==> config.mk <==
export PLATFORM = sky130hd
export DESIGN_NAME = can_rx_ring
export DESIGN_NICKNAME = d
export VERILOG_FILES = /design/src/rtl/can_rx_pkg.sv /design/src/rtl/can_rx_packer.sv /design/src/rtl/can_rx_mem.sv /design/src/rtl/can_rx_fill.sv /design/src/rtl/can_rx_ring.sv
export SDC_FILE = /design/constraint.sdc
export NUM_CORES = 1
export LEC_CHECK = 0
export BUFFER_PORTS_ARGS = -buffer_cell sky130_fd_sc_hd__buf_2
export CORE_MARGIN = 1.5
export CORE_UTILIZATION = 23
export DETAILED_ROUTE_END_ITERATION = 8
export GPL_TIMING_DRIVEN = 0
export PLACE_DENSITY_LB_ADDON = 0.05
export SLEW_MARGIN = 20
export SYNTH_ARGS = -nofsm -noshare
export SYNTH_HDL_FRONTEND = slang
export SYNTH_HIERARCHICAL = 1
export SYNTH_SLANG_ARGS = --single-unit
==> constraint.sdc <==
create_clock -name clk -period 6.9 [get_ports clk]
set_input_delay 1.035 -clock clk [delete_from_list [all_inputs] [get_ports clk]]
set_output_delay 1.035 -clock clk [all_outputs]
set_load 0.005 [all_outputs]
==> src/rtl/can_rx_pkg.sv <==
package can_rx_pkg;

    localparam int MSG_MAX  = 13;
    localparam int DATA_MAX = 8;

    typedef enum logic [1:0] {
        FS_IDLE = 2'd0,
        FS_FILL = 2'd1,
        FS_DROP = 2'd2
    } fill_state_e;

    // Stored message length from a header byte; release and store both use it.
    function automatic logic [3:0] msg_len(input logic [7:0] hdr);
        logic [3:0] nd;
        if (hdr[6])
            nd = 4'd0;
        else if (hdr[3:0] > 4'd8)
            nd = 4'd8;
        else
            nd = hdr[3:0];
        return 4'd3 + (hdr[7] ? 4'd2 : 4'd0) + nd;
    endfunction

endpackage

==> src/rtl/can_rx_packer.sv <==
module can_rx_packer
    import can_rx_pkg::*;
(
    input  logic                          ext,
    input  logic                          rtr,
    input  logic [3:0]                    dlc,
    input  logic [28:0]                   id,
    input  logic [63:0]                   data,
    output logic [MSG_MAX-1:0][7:0]       img,
    output logic [3:0]                    len
);

    always_comb begin
        img    = '0;
        img[0] = {ext, rtr, 2'b00, dlc};
        if (ext) begin
            img[1] = id[28:21];
            img[2] = id[20:13];
            img[3] = id[12:5];
            img[4] = {id[4:0], 3'b000};
            for (int k = 0; k < DATA_MAX; k++)
                img[5+k] = data[8*k +: 8];
        end else begin
            img[1] = id[10:3];
            img[2] = {id[2:0], 5'b00000};
            for (int k = 0; k < DATA_MAX; k++)
                img[3+k] = data[8*k +: 8];
        end
    end

    assign len = msg_len(img[0]);

endmodule

==> src/rtl/can_rx_mem.sv <==
module can_rx_mem #(
    parameter int DEPTH = 64,
    localparam int AW   = $clog2(DEPTH)
) (
    input  logic          clk,
    input  logic          we,
    input  logic [AW-1:0] waddr,
    input  logic [7:0]    wdata,
    input  logic [AW-1:0] raddr_a,
    output logic [7:0]    rdata_a,
    input  logic [AW-1:0] raddr_b,
    output logic [7:0]    rdata_b
);

    logic [7:0] mem [DEPTH];

    always_ff @(posedge clk) begin
        if (we)
            mem[waddr] <= wdata;
    end

    assign rdata_a = mem[raddr_a];
    assign rdata_b = mem[raddr_b];

endmodule

==> src/rtl/can_rx_fill.sv <==
module can_rx_fill
    import can_rx_pkg::*;
#(
    parameter int AW = 6
) (
    input  logic                    clk,
    input  logic                    rst_n,
    input  logic                    offer,
    input  logic                    abort,
    input  logic                    clr,
    input  logic                    room_ok,
    input  logic [3:0]              len_in,
    input  logic [MSG_MAX-1:0][7:0] img_in,
    output logic                    busy,
    output logic                    overrun,
    output logic                    wr_en,
    output logic [AW-1:0]           wr_addr,
    output logic [7:0]              wr_data,
    output logic                    commit,
    output logic [3:0]              commit_len
);

    fill_state_e              state, nxt;
    logic [MSG_MAX-1:0][7:0]  cap;
    logic [3:0]               cap_len;
    logic [3:0]               idx;
    logic [AW-1:0]            wr_ptr;
    logic                     last;

    assign last = (idx == cap_len - 4'd1);

    // State register
    always_ff @(posedge clk or negedge rst_n) begin
        if (!rst_n)
            state <= FS_IDLE;
        else
            state <= nxt;
    end

    // Transitions
    always_comb begin
        nxt = state;
        unique case (state)
            FS_IDLE: if (offer) nxt = room_ok ? FS_FILL : FS_DROP;
            FS_FILL: if (abort || last) nxt = FS_IDLE;
            FS_DROP: nxt = FS_IDLE;
            default: nxt = FS_IDLE;
        endcase
    end

    // Captured message, byte index and write pointer
    always_ff @(posedge clk or negedge rst_n) begin
        if (!rst_n) begin
            cap     <= '0;
            cap_len <= 4'd0;
            idx     <= 4'd0;
            wr_ptr  <= '0;
        end else begin
            if (state == FS_IDLE && offer && room_ok) begin
                cap     <= img_in;
                cap_len <= len_in;
                idx     <= 4'd0;
            end else if (state == FS_FILL) begin
                idx <= idx + 4'd1;
            end
            if (clr)
                wr_ptr <= '0;
            else if (commit)
                wr_ptr <= wr_ptr + AW'(cap_len);
        end
    end

    // Outputs
    always_comb begin
        busy       = (state != FS_IDLE);
        overrun    = (state == FS_DROP);
        wr_en      = (state == FS_FILL) && !abort;
        wr_addr    = wr_ptr + AW'(idx);
        wr_data    = cap[idx];
        commit     = (state == FS_FILL) && !abort && last;
        commit_len = cap_len;
    end


    reset_refuse_chk: assert property (@(posedge clk) disable iff (!rst_n)
        (abort && state == FS_IDLE) |=> (state == FS_IDLE));


    drop_pulse_chk: assert property (@(posedge clk) disable iff (!rst_n)
        overrun |=> !overrun);


    fill_progress_chk: assert property (@(posedge clk) disable iff (!rst_n)
        (state == FS_FILL && !abort && !last) |=>
            (state == FS_FILL && idx == $past(idx) + 4'd1));

endmodule

==> src/rtl/can_rx_ring.sv <==
module can_rx_ring
    import can_rx_pkg::*;
#(
    parameter int DEPTH     = 64,
    localparam int AW       = $clog2(DEPTH),
    localparam int CW       = AW + 1,
    localparam int WIN_BASE = 16,
    localparam int WIN_LAST = WIN_BASE + MSG_MAX - 1
) (
    input  logic          clk,
    input  logic          rst_n,
    input  logic          reset_mode,
    input  logic          frm_valid,
    input  logic          frm_ext,
    input  logic          frm_rtr,
    input  logic [3:0]    frm_dlc,
    input  logic [28:0]   frm_id,
    input  logic [63:0]   frm_data,
    output logic          busy,
    output logic          overrun,
    input  logic          rel_req,
    input  logic [4:0]    win_off,
    output logic [7:0]    win_data,
    output logic [CW-1:0] msg_count,
    output logic [CW-1:0] byte_count,
    output logic          full
);

    logic [MSG_MAX-1:0][7:0] img;
    logic [3:0]              new_len;
    logic                    room_ok;
    logic                    mode_q;
    logic                    clr;
    logic                    wr_en;
    logic [AW-1:0]           wr_addr;
    logic [7:0]              wr_data;
    logic                    commit;
    logic [3:0]              commit_len;
    logic [AW-1:0]           rd_start;
    logic [AW-1:0]           win_addr;
    logic [7:0]              win_raw;
    logic [7:0]              hdr;
    logic                    rel_ok;
    logic [3:0]              rel_len;
    logic                    off_ok;

    can_rx_packer u_pack (
        .ext  (frm_ext),
        .rtr  (frm_rtr),
        .dlc  (frm_dlc),
        .id   (frm_id),
        .data (frm_data),
        .img  (img),
        .len  (new_len)
    );

    assign room_ok = ({1'b0, byte_count} + (CW+1)'(new_len)) <= (CW+1)'(DEPTH);

    can_rx_fill #(.AW(AW)) u_fill (
        .clk        (clk),
        .rst_n      (rst_n),
        .offer      (frm_valid && !reset_mode),
        .abort      (reset_mode),
        .clr        (clr),
        .room_ok    (room_ok),
        .len_in     (new_len),
        .img_in     (img),
        .busy       (busy),
        .overrun    (overrun),
        .wr_en      (wr_en),
        .wr_addr    (wr_addr),
        .wr_data    (wr_data),
        .commit     (commit),
        .commit_len (commit_len)
    );

    can_rx_mem #(.DEPTH(DEPTH)) u_mem (
        .clk     (clk),
        .we      (wr_en),
        .waddr   (wr_addr),
        .wdata   (wr_data),
        .raddr_a (win_addr),
        .rdata_a (win_raw),
        .raddr_b (rd_start),
        .rdata_b (hdr)
    );

    // Leaving reset mode empties the store
    always_ff @(posedge clk or negedge rst_n) begin
        if (!rst_n)
            mode_q <= 1'b1;
        else
            mode_q <= reset_mode;
    end
    assign clr = mode_q && !reset_mode;

    assign rel_ok  = rel_req && (msg_count != '0);
    assign rel_len = msg_len(hdr);

    always_ff @(posedge clk or negedge rst_n) begin
        if (!rst_n) begin
            byte_count <= '0;
            msg_count  <= '0;
            rd_start   <= '0;
        end else if (clr) begin
            byte_count <= '0;
            msg_count  <= '0;
            rd_start   <= '0;
        end else begin
            byte_count <= byte_count
                        + (commit ? CW'(commit_len) : CW'(0))
                        - (rel_ok ? CW'(rel_len)    : CW'(0));
            msg_count  <= msg_count
                        + (commit ? CW'(1) : CW'(0))
                        - (rel_ok ? CW'(1) : CW'(0));
            if (rel_ok)
                rd_start <= rd_start + AW'(rel_len);
        end
    end

    assign off_ok   = (int'(win_off) >= WIN_BASE) && (int'(win_off) <= WIN_LAST);
    assign win_addr = rd_start + AW'(win_off - 5'(WIN_BASE));
    assign win_data = off_ok ? win_raw : 8'h00;
    assign full     = (byte_count == CW'(DEPTH));


    bytes_bound_chk: assert property (@(posedge clk) disable iff (!rst_n)
        byte_count <= CW'(DEPTH));


    empty_release_chk: assert property (@(posedge clk) disable iff (!rst_n)
        (rel_req && msg_count == '0 && !commit && !clr) |=>
            ($stable(byte_count) && $stable(msg_count) && $stable(rd_start)));


    release_drop_chk: assert property (@(posedge clk) disable iff (!rst_n)
        (rel_ok && !commit && !clr) |=> (msg_count == $past(msg_count) - CW'(1)));


    full_chk: assert property (@(posedge clk) disable iff (!rst_n)
        full |-> (msg_count != '0));

endmodule

==> results of run 1 <==
[flip-flops by register name (all words and copies together), names as in the netlist]
signal,count
u_fill/idx,4
msg_count,7
mode_q,1
rd_start,6
u_mem/mem,512
u_fill/cap,104
u_fill/wr_ptr,6
u_fill/state,2
byte_count,7
u_fill/commit_len,4
[worst reg2reg max path, cell delays in order, from the launching register on]
cell and delay (ps):
dfrtp_1 490, buf_2 370, clkbuf_4 360, buf_2 510, mux4_2 600, mux2i_1 220
o21ai_0 290, nand3_1 190, nand2_1 90, nor2_1 170, nand2_1 130, ha_1 290
inv_1 40, ha_1 190, fa_1 530, and2_1 180, fa_1 480, inv_1 40
ha_1 310, a21o_1 200, a21o_1 230, a2111oi_2 360, a31oi_1 70, o311a_1 130
[cell type report]
| class | count | area, um2 | area share [%] |
|---|---|---|---|
| timing repair buffer | 157 | 1261 | 3.260 |
| clock buffer | 107 | 2344 | 6.057 |
| buffer | 139 | 785.8 | 2.031 |
| inverter | 52 | 195.2 | 0.5045 |
| clock inverter | 49 | 452.9 | 1.171 |
| tap | 1863 | 2331 | 6.024 |
| antenna | 4 | 10.01 | 0.02587 |
| multi-input combinational | 1040 | 12410 | 32.07 |
| sequential | 653 | 18900 | 48.86 |
[power breakdown]
part	internal (uW)	switching [uW]
logic	4430	6640
registers	5750	324
clock network	2660	1800
[layer usage]
layer | vias up | global-route usage [%] | part of all wire, %
met5 | - | 0 | 0.0075
met4 | 2 | 4.755 | 2.2
met3 | 124 | 2.379 | 3.8
met2 | 444 | 27.51 | 48
met1 | 10220 | 23.76 | 46
li1 | 8066 | - | -
[final timing paths]
path	slack, ps	to	depth (start not counted)
min in group clk	500	u_fill/cap[14]$_DFFE_PN0P_	1
worst max register to register	320	byte_count[6]$_DFF_PN0_	23
worst max-delay path	60	win_data[5]	14
max in group asynchronous	5720	mode_q$_DFF_PN1_	2
worst min register to register	500	u_fill/cap[14]$_DFFE_PN0P_	1
worst min-delay path	300	u_fill/cap[23]$_DFFE_PN0P_	1
[through the flow]
step	total power (uW)	instances	setup WS [ps]
6_report	21600	4064	62.35
5_1_grt	22710	4063	5.884
4_1_cts	21960	4060	66.40
3_5_place_dp	17380	3904	-379.4
3_3_place_gp	16510	3880	-3675
2_1_floorplan	12340	1884	1645
[what timing repair did]
item,CTS,global route
endpoints found under the setup margin,3,2
resized for setup,8,12
cloned,0,0
setup buffers,0,0
==> metrics.txt, run 1 <==
# TYPE chip_impl_metric gauge
chip_impl_info{name="outcome",value="finished, final reports clean"} 1
chip_impl_metric{name="setup_viol",unit=""} 0
chip_impl_metric{name="timing_max_transition_violations_final",unit=""} 0
chip_impl_metric{name="max_slew.worst_pin.slew",unit="ps"} 1220
chip_impl_metric{name="die_h",unit="um"} 376.6
chip_impl_metric{name="postRouteWirelength",unit="mm"} 119.7
chip_impl_metric{name="vdd.ir_drop.worst",unit="mV"} 0.2315
chip_impl_metric{name="final_util",unit="%"} 28.04
chip_impl_metric{name="final-hold-violation-count",unit=""} 0
chip_impl_metric{name="whs",unit="ps"} 301.5
chip_impl_metric{name="ant_nets",unit=""} 0
chip_impl_info{name="mostFrequentLayoutCell",value="edfxtp_1"} 1
chip_impl_info{name="setup.worst_path.start",value="win_off[1]"} 1
chip_impl_metric{name="critical_path_peak_fanout",unit=""} 10
chip_impl_metric{name="deepest_clock_path_buffer_count",unit=""} 3
chip_impl_info{name="worst-setup-path-type",value="in -> out"} 1
chip_impl_metric{name="cts_hold_buf",unit=""} 0
chip_impl_metric{name="detailroute.via_count",unit=""} 18850
chip_impl_info{name="path_delay_family",value="buffers and inverters"} 1
chip_impl_metric{name="io_pins",unit=""} 134
chip_impl_info{name="rr_startpoint",value="rd_start[0]$_DFFE_PN0P_"} 1
chip_impl_metric{name="port_buffers",unit=""} 133
chip_impl_metric{name="layout_worst_path_cycle_share",unit="%"} 99.10
chip_impl_metric{name="final_area",unit="mm2"} 0.03869
chip_impl_metric{name="synthesis.area",unit="mm2"} 0.03210
chip_impl_metric{name="clkLatencyLatePin",unit="ps"} 690
chip_impl_info{name="cp-end-kind",value="output pin"} 1
chip_impl_metric{name="avgRoutedWirePerCell",unit="um"} 29.46
chip_impl_metric{name="postSynthCellCount",unit=""} 1883
chip_impl_metric{name="chipWidth",unit="um"} 376.6
chip_impl_info{name="crit_slowest_cell",value="buf_1"} 1
chip_impl_info{name="ctsRootBufferMaster",value="clkbuf_16"} 1
chip_impl_metric{name="fillCellCount",unit=""} 13870
chip_impl_metric{name="drc",unit=""} 0
chip_impl_metric{name="clk_transition_reported_paths",unit="ps"} 50
chip_impl_metric{name="syn_avg_cell_area",unit="um2"} 17.05
chip_impl_metric{name="first_global_vias",unit=""} 20260
chip_impl_metric{name="num_rows",unit=""} 136
chip_impl_metric{name="groute.usage.overall",unit="%"} 17.02
chip_impl_metric{name="pin_count_of_the_biggest_net_entering_global_routing",unit=""} 78
chip_impl_metric{name="initial_utilization",unit="%"} 23.26
chip_impl_metric{name="num-nets-final",unit=""} 2298
chip_impl_metric{name="htree_levels",unit=""} 3
chip_impl_metric{name="cp_num_buf_inv",unit=""} 6
chip_impl_metric{name="max_freq",unit="MHz"} 146.2
chip_impl_metric{name="routabilityCongestion",unit=""} 0.8262
chip_impl_metric{name="final.setup_skew",unit="ps"} 39.24
chip_impl_metric{name="final_layout_size_suffix_gt1_share",unit="%"} 39.10
chip_impl_info{name="worst_hold_path_type",value="in -> async"} 1
chip_impl_info{name="final_cell_mix",value="512 x edfxtp_1, 262 x mux4_2, 175 x buf_2, 175 x mux2_2, 140 x dfrtp_1"} 1
chip_impl_metric{name="detail_route.first_pass.iterations",unit=""} 5
chip_impl_metric{name="placed_cell_area",unit="mm2"} 0.03583
chip_impl_metric{name="power_density",unit="mW/mm2"} 558.3
chip_impl_metric{name="finalWorstPathRequiredPeriod",unit="ps"} 6838
chip_impl_info{name="setup_repair_after_global_routing_missed_its_margin",value="no"} 1
chip_impl_metric{name="cap_viol_max_count",unit=""} 0
chip_impl_metric{name="synth_warnings",unit=""} 6
chip_impl_metric{name="global_route_wire_length_before_repair",unit="mm"} 166.2
chip_impl_metric{name="die_area",unit="mm2"} 0.1418
chip_impl_info{name="cp-start-kind",value="input pin"} 1
chip_impl_metric{name="hpwl_after_detailed_placement",unit="mm"} 88.51
chip_impl_info{name="cts_tree",value="built"} 1
chip_impl_metric{name="drt_first_iter_violations",unit=""} 1524
chip_impl_metric{name="worstPathArrival",unit="ps"} 5800
chip_impl_metric{name="fin_tns_setup",unit="ps"} 0
chip_impl_metric{name="cts_sinks",unit=""} 653
chip_impl_metric{name="cts_made_buffers",unit=""} 84
chip_impl_metric{name="static-leakage-power",unit="uW"} 0.01345
chip_impl_metric{name="slew_headroom",unit="%"} 18.36
chip_impl_metric{name="antenna_found_initial",unit=""} 11
chip_impl_metric{name="syn_to_final_growth",unit="%"} 20.53
chip_impl_metric{name="globalRoute.totalOverflow",unit=""} 0
chip_impl_metric{name="fp.coreArea",unit="mm2"} 0.1380
chip_impl_metric{name="critPathMaxStageDelay",unit="ps"} 760
chip_impl_metric{name="avgViaCountPerCell",unit=""} 4.639
chip_impl_metric{name="worstPathRequired",unit="ps"} 5860
chip_impl_info{name="timing.critical_path.cells",value="buf_2, ha_1, ha_1, fa_1, buf_2, buf_4, buf_4, buf_1, mux2i_1, a22oi_1, o21ai_1, o22ai_1, and3_1, buf_2"} 1
chip_impl_info{name="crit_top_cell",value="buf_2"} 1
No activity file was read; power rests on OpenSTA's default activity.
==> run 2, diff against run 1 <==
CORE_MARGIN = 1   (was 1.5)
CORE_UTILIZATION = 58   (was 23)
MAX_ROUTING_LAYER = met4   (was default)
==> metrics.txt, run 2 (synthesized netlist as in run 1, its figures left out) <==
# TYPE chip_impl_metric gauge
chip_impl_metric{name="r2r_setup_slack",unit="ps"} 220
chip_impl_metric{name="drt_first_iter_violations",unit=""} 2506
chip_impl_info{name="registers.top_by_ff_count",value="u_mem/mem"} 1
chip_impl_metric{name="routabilityCongestion",unit=""} 1.038
chip_impl_metric{name="power_density",unit="mW/mm2"} 549.5
chip_impl_metric{name="intPower",unit="uW"} 12140
chip_impl_metric{name="finalWorstPathRequiredPeriod",unit="ps"} 6684
chip_impl_metric{name="num-nets-final",unit=""} 2280
chip_impl_metric{name="cts_hold_buf",unit=""} 0
chip_impl_metric{name="first_global_vias",unit=""} 19840
chip_impl_metric{name="timing_max_transition_violations_final",unit=""} 0
chip_impl_metric{name="worstPathArrival",unit="ps"} 7190
chip_impl_metric{name="fin_tns_setup",unit="ps"} 0
chip_impl_metric{name="dp_cells",unit=""} 2730
chip_impl_metric{name="final-hold-violation-count",unit=""} 0
chip_impl_info{name="cp-start-kind",value="flip-flop"} 1
chip_impl_metric{name="io_pins",unit=""} 134
chip_impl_metric{name="worstPathRequired",unit="ps"} 7400
chip_impl_info{name="worst-setup-path-type",value="reg -> reg"} 1
chip_impl_metric{name="cts_setup_buffers",unit=""} 0
chip_impl_metric{name="chipWidth",unit="um"} 237.3
chip_impl_metric{name="global_route_wire_length_before_repair",unit="mm"} 135.0
chip_impl_metric{name="syn_to_final_growth",unit="%"} 13.68
chip_impl_info{name="rr_startpoint",value="rd_start[1]$_DFFE_PN0P_"} 1
chip_impl_metric{name="drc",unit=""} 0
chip_impl_metric{name="max_freq",unit="MHz"} 149.6
chip_impl_metric{name="cap_viol_max_count",unit=""} 0
chip_impl_metric{name="clkPwrFrac",unit="%"} 18.6
chip_impl_metric{name="clkLatencyLatePin",unit="ps"} 620
chip_impl_metric{name="die_area",unit="mm2"} 0.05629
chip_impl_metric{name="cts_sinks",unit=""} 653
chip_impl_metric{name="port_buffers",unit=""} 133
chip_impl_metric{name="hpwl_after_detailed_placement",unit="mm"} 66.03
chip_impl_metric{name="cts_made_buffers",unit=""} 72
chip_impl_metric{name="finalNonFillerCells",unit=""} 2863
chip_impl_metric{name="die_h",unit="um"} 237.3
chip_impl_metric{name="clk_transition_reported_paths",unit="ps"} 70
chip_impl_info{name="ctsRootBufferMaster",value="clkbuf_16"} 1
chip_impl_metric{name="placed_cell_area",unit="mm2"} 0.03419
chip_impl_metric{name="placement.setup.worst_slack",unit="ps"} 111.3
chip_impl_metric{name="comb_power_share",unit="%"} 51.1
chip_impl_metric{name="postRouteWirelength",unit="mm"} 92.48
chip_impl_metric{name="layout_setup_ws",unit="ps"} 215.5
chip_impl_metric{name="critical_path_peak_fanout",unit=""} 10
chip_impl_metric{name="final_layout_size_suffix_gt1_share",unit="%"} 37.04
chip_impl_metric{name="groute.usage.overall",unit="%"} 34.97
chip_impl_info{name="mostFrequentLayoutCell",value="edfxtp_1"} 1
chip_impl_metric{name="slew_headroom",unit="%"} 18.99
chip_impl_info{name="r2r_end",value="byte_count[6]$_DFF_PN0_"} 1
chip_impl_metric{name="detailroute.via_count",unit=""} 19510
chip_impl_metric{name="globalRoute.totalOverflow",unit=""} 0
chip_impl_metric{name="r2r_cells",unit=""} 23
chip_impl_metric{name="largest_register_ff_count",unit=""} 512
chip_impl_info{name="worst_hold_path_type",value="in -> async"} 1
chip_impl_metric{name="deepest_clock_path_buffer_count",unit=""} 3
chip_impl_metric{name="fp.coreArea",unit="mm2"} 0.05424
chip_impl_metric{name="static-leakage-power",unit="uW"} 0.01310
chip_impl_metric{name="switching_share",unit="%"} 39.44
chip_impl_metric{name="report.power.total",unit="uW"} 20050
chip_impl_metric{name="part_of_the_total_power_dissipated_in_sequential_elements",unit="%"} 30.3
chip_impl_info{name="outcome",value="finished, final reports clean"} 1
chip_impl_metric{name="layout_worst_path_cycle_share",unit="%"} 96.88
chip_impl_metric{name="ant_nets",unit=""} 0
chip_impl_metric{name="setup_viol",unit=""} 0
chip_impl_metric{name="power_spent_charging_and_discharging_nets",unit="uW"} 7909
chip_impl_metric{name="pin_count_of_the_biggest_net_entering_global_routing",unit=""} 89
chip_impl_metric{name="avgRoutedWirePerCell",unit="um"} 32.30
chip_impl_metric{name="initial_utilization",unit="%"} 59.19
chip_impl_metric{name="num_rows",unit=""} 85
chip_impl_info{name="final_cell_mix",value="512 x edfxtp_1, 262 x mux4_2, 175 x mux2_2, 174 x buf_2, 140 x dfrtp_1"} 1
chip_impl_metric{name="htree_levels",unit=""} 3
chip_impl_metric{name="max_slew.worst_pin.slew",unit="ps"} 1211
chip_impl_metric{name="detail_route.first_pass.iterations",unit=""} 9
chip_impl_metric{name="final_area",unit="mm2"} 0.03650
chip_impl_metric{name="cts_resized",unit=""} 0
chip_impl_info{name="cp-end-kind",value="flip-flop"} 1
chip_impl_metric{name="final.setup_skew",unit="ps"} 24.32
chip_impl_info{name="cts_tree",value="built"} 1
chip_impl_info{name="layout_top_registers",value="u_mem/mem: 512 flops, u_fill/cap: 104 flops"} 1
chip_impl_metric{name="vdd.ir_drop.worst",unit="mV"} 0.2923
chip_impl_metric{name="avgViaCountPerCell",unit=""} 6.814
chip_impl_info{name="setup_repair_after_global_routing_missed_its_margin",value="no"} 1
chip_impl_metric{name="antenna_found_initial",unit=""} 2
## run 2: area by class of cell
| cell class | instances | area (um2) |
|---|---|---|
| clock inverters | 37 | 334.1 |
| multi-input cells | 1040 | 12360 |
| flip-flops and latches | 653 | 18900 |
| well taps | 696 | 870.8 |
| inverters | 52 | 195.2 |
| repair buffers | 151 | 1126 |
| diodes | 2 | 5.005 |
| clock buffers | 93 | 1932 |
| fillers | 3690 | 17740 |
| plain buffers | 139 | 764.5 |
## run 2: metrics by stage
step           util (%)  hold slack, ps
5_1_grt           67.28           340.9
2_1_floorplan         -           475.2
3_3_place_gp      62.03           484.9
4_1_cts           67.21           330.6
6_report          67.28           330.7
3_5_place_dp      63.03           491.8
## run 2: worst max-delay path by stage
stage                              start                        end
4_1_cts          rd_start[1]$_DFFE_PN0P_    byte_count[6]$_DFF_PN0_
2_1_floorplan    rd_start[0]$_DFFE_PN0P_    byte_count[6]$_DFF_PN0_
6_report         rd_start[1]$_DFFE_PN0P_    byte_count[6]$_DFF_PN0_
3_5_place_dp     rd_start[1]$_DFFE_PN0P_    byte_count[6]$_DFF_PN0_
3_3_place_gp   u_fill/idx[1]$_DFFE_PN0P_  u_mem/mem[2][3]$_DFFE_PP_
5_1_grt          rd_start[1]$_DFFE_PN0P_    byte_count[6]$_DFF_PN0_
## run 2: power by group through the flow
stage	registers, uW	clock network [uW]	logic (uW)
finish	6070	3730	10300
floorplan	6200	0	6140
global placement	6510	0	9080
detailed placement	6140	0	9980
global route	6120	3920	10700
CTS	6060	3760	10000
## run 2: worst max-delay path, cell delays in order (launching register included)
cell and delay, ps:
dfrtp_1 510, buf_2 380, buf_2 460, buf_1 520, mux4_2 400, o22ai_1 200, o21ai_0 330, nand3_1 340
nand2_1 100, nor2_1 180, nand2_1 130, ha_1 290, inv_1 40, ha_1 190, fa_1 520, and2_1 170
fa_1 480, inv_1 40, ha_1 310, a21o_1 190, a21o_1 210, a2111oi_2 360, a31oi_1 70, o311a_1 130
## run 2: per-layer routing
metal	share of wire, %	GRT usage [%]
met3	11	9.035
met5	0	-
met4	3.6	11.83
met2	45	50.58
met1	40	48.72
